`src/rtl/cdtmr_pkg.sv`:
```
package cdtmr_pkg;
  localparam int SRC_N = 4;
  localparam int SEL_W = $clog2(SRC_N);

  typedef struct packed {
    logic [SEL_W-1:0] sel;
    logic             periodic;
    logic             run;
    logic             irq_en;
  } ctrl_t;
endpackage

```
`src/rtl/cdtmr_tick_sel.sv`:
```
module cdtmr_tick_sel #(
  parameter int N     = 4,
  parameter int SEL_W = 2
) (
  input  logic [N-1:0]     ticks_i,
  input  logic [SEL_W-1:0] sel_i,
  output logic             tick_o
);
  logic [N-1:0] hit;

  generate
    for (genvar g = 0; g < N; g++) begin : g_src
      assign hit[g] = ticks_i[g] & (sel_i == SEL_W'(g));
    end
  endgenerate

  assign tick_o = |hit;
endmodule

```
`src/rtl/cdtmr_counter.sv`:
```
module cdtmr_counter #(
  parameter int CNT_W = 8
) (
  input  logic             clk,
  input  logic             rst,
  input  logic             preset_we_i,
  input  logic [CNT_W-1:0] preset_i,
  input  logic             run_i,
  input  logic             periodic_i,
  input  logic             tick_i,
  output logic [CNT_W-1:0] count_o,
  output logic             zero_ev_o
);
  localparam logic [CNT_W-1:0] ONE = CNT_W'(1);

  logic [CNT_W-1:0] preset_q;
  logic [CNT_W-1:0] count_q;

  always_ff @(posedge clk) begin
    if (rst)              preset_q <= '0;
    else if (preset_we_i) preset_q <= preset_i;
  end

  always_ff @(posedge clk) begin
    if (rst) begin
      count_q <= '0;
    end else if (!run_i) begin
      count_q <= preset_q;
    end else if (tick_i && count_q != '0) begin
      if (count_q == ONE) count_q <= periodic_i ? preset_q : '0;
      else                count_q <= count_q - ONE;
    end
  end

  assign zero_ev_o = run_i & tick_i & (count_q == ONE);
  assign count_o   = count_q;
endmodule

```
`src/rtl/cdtmr_irq.sv`:
```
module cdtmr_irq (
  input  logic clk,
  input  logic rst,
  input  logic zero_ev_i,
  input  logic periodic_i,
  input  logic irq_en_i,
  input  logic flag_clr_i,
  input  logic ctrl_we_i,
  output logic irq_n_o,
  output logic irq_oe_o
);
  logic pulse_q;
  logic flag_q;

  always_ff @(posedge clk) begin
    if (rst) pulse_q <= 1'b0;
    else     pulse_q <= zero_ev_i & periodic_i & ~ctrl_we_i;
  end

  // a zero event beats a clear; a control write beats both
  always_ff @(posedge clk) begin
    if (rst)                                   flag_q <= 1'b0;
    else if (ctrl_we_i)                        flag_q <= 1'b0;
    else if (zero_ev_i && !periodic_i)         flag_q <= 1'b1;
    else if (flag_clr_i)                       flag_q <= 1'b0;
  end

  assign irq_oe_o = irq_en_i;
  assign irq_n_o  = ~(irq_en_i & (pulse_q | flag_q));
endmodule

```
`src/rtl/cdtmr_top.sv`:
```
module cdtmr_top
  import cdtmr_pkg::*;
#(
  parameter int CNT_W = 8
) (
  input  logic             clk,
  input  logic             rst,
  input  logic [SRC_N-1:0] tick_src_i,
  input  logic             preset_we_i,
  input  logic [CNT_W-1:0] preset_i,
  input  logic             ctrl_we_i,
  input  logic [SEL_W-1:0] ctrl_sel_i,
  input  logic             ctrl_periodic_i,
  input  logic             ctrl_run_i,
  input  logic             ctrl_irq_en_i,
  input  logic             flag_clr_i,
  output logic [CNT_W-1:0] count_o,
  output logic             irq_n_o,
  output logic             irq_oe_o
);
  ctrl_t ctrl_q;
  logic  tick;
  logic  zero_ev;

  always_ff @(posedge clk) begin
    if (rst) begin
      ctrl_q <= '0;
    end else if (ctrl_we_i) begin
      ctrl_q.sel      <= ctrl_sel_i;
      ctrl_q.periodic <= ctrl_periodic_i;
      ctrl_q.run      <= ctrl_run_i;
      ctrl_q.irq_en   <= ctrl_irq_en_i;
    end
  end

  cdtmr_tick_sel #(.N(SRC_N), .SEL_W(SEL_W)) u_sel (
    .ticks_i (tick_src_i),
    .sel_i   (ctrl_q.sel),
    .tick_o  (tick)
  );

  cdtmr_counter #(.CNT_W(CNT_W)) u_cnt (
    .clk         (clk),
    .rst         (rst),
    .preset_we_i (preset_we_i),
    .preset_i    (preset_i),
    .run_i       (ctrl_q.run),
    .periodic_i  (ctrl_q.periodic),
    .tick_i      (tick),
    .count_o     (count_o),
    .zero_ev_o   (zero_ev)
  );

  cdtmr_irq u_irq (
    .clk        (clk),
    .rst        (rst),
    .zero_ev_i  (zero_ev),
    .periodic_i (ctrl_q.periodic),
    .irq_en_i   (ctrl_q.irq_en),
    .flag_clr_i (flag_clr_i),
    .ctrl_we_i  (ctrl_we_i),
    .irq_n_o    (irq_n_o),
    .irq_oe_o   (irq_oe_o)
  );
endmodule

```
`config.mk`:
```
export PLATFORM = sky130hd
export DESIGN_NAME = cdtmr_top
export DESIGN_NICKNAME = d
export VERILOG_FILES = /design/src/rtl/cdtmr_pkg.sv /design/src/rtl/cdtmr_tick_sel.sv /design/src/rtl/cdtmr_counter.sv /design/src/rtl/cdtmr_irq.sv /design/src/rtl/cdtmr_top.sv
export SDC_FILE = /design/constraint.sdc
export NUM_CORES = 1
export LEC_CHECK = 0
export BUFFER_PORTS_ARGS = -buffer_cell sky130_fd_sc_hd__buf_4
export CAP_MARGIN = 20
export CORE_MARGIN = 3
export CORE_UTILIZATION = 44
export CTS_CLUSTER_SIZE = 20
export DETAILED_ROUTE_END_ITERATION = 16
export PLACE_DENSITY = 0.72
export SLEW_MARGIN = 10
export SYNTH_ARGS = -nofsm -noshare
export SYNTH_HDL_FRONTEND = slang
export SYNTH_SLANG_ARGS = --single-unit
```
`constraint.sdc`:
```
create_clock -name clk -period 2.35 [get_ports clk]
set_clock_uncertainty 0.15 [all_clocks]
set_input_delay 0.5875 -clock clk [delete_from_list [all_inputs] [get_ports clk]]
set_output_delay 0.5875 -clock clk [all_outputs]
set_load 0.005 [all_outputs]
```
==> impl_metrics.csv <==
group,metric,value,unit
outcome,status,"finished, final reports clean",
detailed_routing,ant_nets,0,
worst_setup_path,critPathKind,"flop to flop",
synthesis,synthXorXnorAreaFrac,0.758,%
sta,finalSetupViolCount,0,
sta,slew_headroom,73.9,%
detailed_routing,dr.pass1.iters,4,
grt,grt_pass1_vias,970,
synthesis,synth-main-ff-cell,"dfxtp_1",
pwr,comb_power_share,27.5,%
pwr,p_switching,0.272,mW
worst_setup_path,worstSetupStartpointType,"flop",
synthesis,synth_edf_count,0,
detailed_routing,drt_iter0_drc,35,
synthesis,synth-compound-area-share,21.1,%
worst_setup_path,cp_data_required_time,2.42,ns
sta,fmax,0.475,GHz
synthesis,synth_area,1160,um^2
die,die_area,3280,um^2
synthesis,synth.net_count,146,
placed_design,gp_congestion,0.886,
synthesis,synth_cell_type_count,36,
grt,grt_pass1_wl,4440,um
synthesis,muxShareOfSynthArea,13.2,%
grt,grt_usage,17.0,%
cts,insertion_delay,0.32,ns
cts,htree_levels,1,
die,die-height,57.3,um
synthesis,synth_area_per_cell,9.55,um^2
worst_setup_path,worst_path_max_delay_cell,"dfxtp_1",
grt,grt_max_degree,25,
finish,drive_above_1_share,31.4,%
sta,hold_violations,0,
pwr,power_leakage,0.621,nW
placed_design,io_buffers,31,
sta,period_needed,2.10,ns
sta,rsz0062_at_grt,"false",
sta,worst_slew_pin_slew,0.392,ns
flow_run,maxCapViolCount,0,
pwr,p_clk_share,21.7,%
die,rows,17,
cts,cts_sinks,23,
sta,finalCritPeriodShare,89.5,%
cts,cts_tree,"built",
worst_setup_path,crit_fanout,8,
synthesis,async_flop_share,0,%
cts,cts_inserted_buffers,3,
detailed_routing,wl_per_cell,14.5,um
synthesis,synth_seq_cells,23,
sta,hold_ws,0.336,ns
pwr,seqPwrFrac,50.8,%
finish,syn_to_final_growth,25.2,%
cts,holdBufCountCts,0,
sta,fin_tns_setup,0,ns
synthesis,synth_cells,121,
grt,grt_overflow,0,
pwr,peakVddDrop,0.390,mV
detailed_routing,viasPerCell,5.59,
grt,antenna_found_initial,0,
die,initial_core_util,49.4,%
detailed_routing,dr_total_vias,1011,
synthesis,synth_top_family_by_area,"compound AO/OA/AOI/OAI gates",
placed_design,place_ws,0.140,ns
sta,layout_setup_ws,0.247,ns
placed_design,dp_hpwl,2010,um
pwr,p_int,0.603,mW
synthesis,yosysSeqAreaShare,39.8,%
worst_setup_path,crit_chain,"inv_1 -> ha_1 -> nor4b_2 -> buf_4 -> a31o_2 -> a222oi_1 -> a211oi_1",
finish,diodes,0,
die,num_io_pins,32,
hold_path,min_path_type,"input port to flop",
detailed_routing,drt-total-wl,2620,um
worst_setup_path,slowest_delay,0.40,ns
synthesis,synth_adder_area_share,3.25,%
cts,clk_pin_slew_worst_paths,0.14,ns
synthesis,synthSimpleGateAreaFrac,16.0,%
pwr,swShare,31.1,%
worst_setup_path,worstSetupEndpointType,"flop",
finish,nNetsFinal,179,
pwr,p_per_area,604,nW/um^2
die,coreArea,2340,um^2
cts,root_buffer,"clkbuf_4",
die,die-width,57.3,um
worst_setup_path,worstPathArrival,2.17,ns
detailed_routing,drc,0,
cts,clockBufferDepth,2,
sta,drv_slew,0,
synthesis,yosysWarnings,0,
## metal layers
metal,vias up,global-route usage [%],part of all wire [%]
met5,-,0,0
met4,0,5.63,0.88
li1,507,-,-
met2,45,27.4,48
met3,5,4.30,6.7
met1,454,22.2,45
## through the flow
step | instances | total power [mW] | util (%) | area [um^2]
2_1_floorplan | 121 | 0.601 | - | 1160
3_3_place_gp | 177 | 0.687 | 60.5 | 1420
3_5_place_dp | 177 | 0.690 | 60.5 | 1420
4_1_cts | 181 | 0.875 | 61.7 | 1440
5_1_grt | 181 | 0.927 | 61.9 | 1450
6_report | 181 | 0.874 | 61.9 | 1450
## timing repair
item / 4_1_cts / 5_1_grt
gates resized for setup: 0 / 1
endpoints found under the hold margin: 0 / 0
endpoints found under the setup margin: 0 / 1
setup buffers: 0 / 0
## cells in the mapped netlist, drive strengths merged, types with 3 or more instances
library cell | count | area [um^2]
nor3 | 3 | 15.0
clkbuf | 4 | 15.0
ha | 3 | 37.5
nor4b | 3 | 32.5
inv | 10 | 37.5
nand2 | 7 | 26.3
nor2 | 16 | 60.1
mux2i | 13 | 130
o31ai | 4 | 43.8
a221oi | 4 | 53.8
dfxtp | 23 | 460
a22oi | 3 | 22.5
a21oi | 5 | 25.0
## path summary, 6_finish.rpt
path | cells after the start | from | slack, ns | end
setup / recovery | 7 | u_cnt.count_o[1]$_SDFFE_PP0P_ | 0.25 | u_cnt.count_o[3]$_SDFFE_PP0P_
hold / removal | 3 | preset_i[0] | 0.34 | u_cnt.preset_q[0]$_SDFFE_PP0P_
setup reg to reg | 7 | u_cnt.count_o[1]$_SDFFE_PP0P_ | 0.25 | u_cnt.count_o[3]$_SDFFE_PP0P_
hold reg to reg | 2 | u_cnt.preset_q[1]$_SDFFE_PP0P_ | 0.35 | u_cnt.count_o[1]$_SDFFE_PP0P_
## placed cells by master, fill, tap and decap left out
| master | instances |
|---|---|
| a211oi_1 | 2 |
| o31a_1 | 1 |
| o32ai_1 | 2 |
| nor4b_1 | 2 |
| ha_1 | 3 |
| a2bb2oi_1 | 1 |
| nand2b_1 | 1 |
| a31o_2 | 1 |
| nand2_1 | 7 |
| a222oi_1 | 1 |
| nor3_1 | 3 |
| clkinv_2 | 1 |
| nand4_1 | 1 |
| a22oi_1 | 3 |
| a32oi_1 | 2 |
| buf_4 | 34 |
| or3b_2 | 1 |
| and2_1 | 1 |
| a221oi_1 | 1 |
| mux2i_1 | 13 |
| a21oi_2 | 1 |
| o211ai_1 | 1 |
| clkbuf_4 | 3 |
| or3_4 | 1 |
| o21ai_0 | 1 |
| a221oi_2 | 3 |
| xnor2_1 | 1 |
| o31ai_1 | 3 |
| nor4_1 | 1 |
| nor2_1 | 16 |
| or3_1 | 1 |
| inv_1 | 10 |
| a21oi_1 | 4 |
| mux4_2 | 1 |
| o31ai_4 | 1 |
| dfxtp_1 | 23 |
| nor4b_2 | 1 |
## critical path, delay by kind of cell (launching register included)
family / cells / cell delay, ns
AO/OA/AOI/OAI: 3 / 0.75
adder cells (fa/ha/maj): 1 / 0.24
buffers and inverters: 2 / 0.28
flip-flops: 1 / 0.40
AND/OR/NAND/NOR: 1 / 0.17
## power groups by stage
stage	sequential [mW]	combinational, mW	clock [mW]
3_5_place_dp	0.453	0.238	0
3_3_place_gp	0.451	0.236	0
2_1_floorplan	0.445	0.155	0
5_1_grt	0.449	0.266	0.213
6_report	0.444	0.240	0.190
4_1_cts	0.444	0.239	0.193
## sequential cells by signal, indices dropped and copies added, names as in the netlist
name and cells:
u_cnt.count_o 8, ctrl_q 5, u_irq.flag_q 1, u_irq.pulse_q 1, u_cnt.preset_q 8
## cells by family after synthesis
family	count (synthesis)
AOI/OAI and AO/OA	28
buffers and inverters	16
DFF	23
and+or+nand+nor	36
muxes	14
xor gates and xnor gates	1
adders and majority gates	3
## cell type report
class,instances,area [um^2]
timing repair buffer,34,255
clock inverter,1,5.00
tap,28,35.0
multi-input combinational,82,632
clock buffer,3,22.5
sequential,23,460
fill,209,892
inverter,10,37.5
Note: power is estimated with default switching activity, not from simulation.
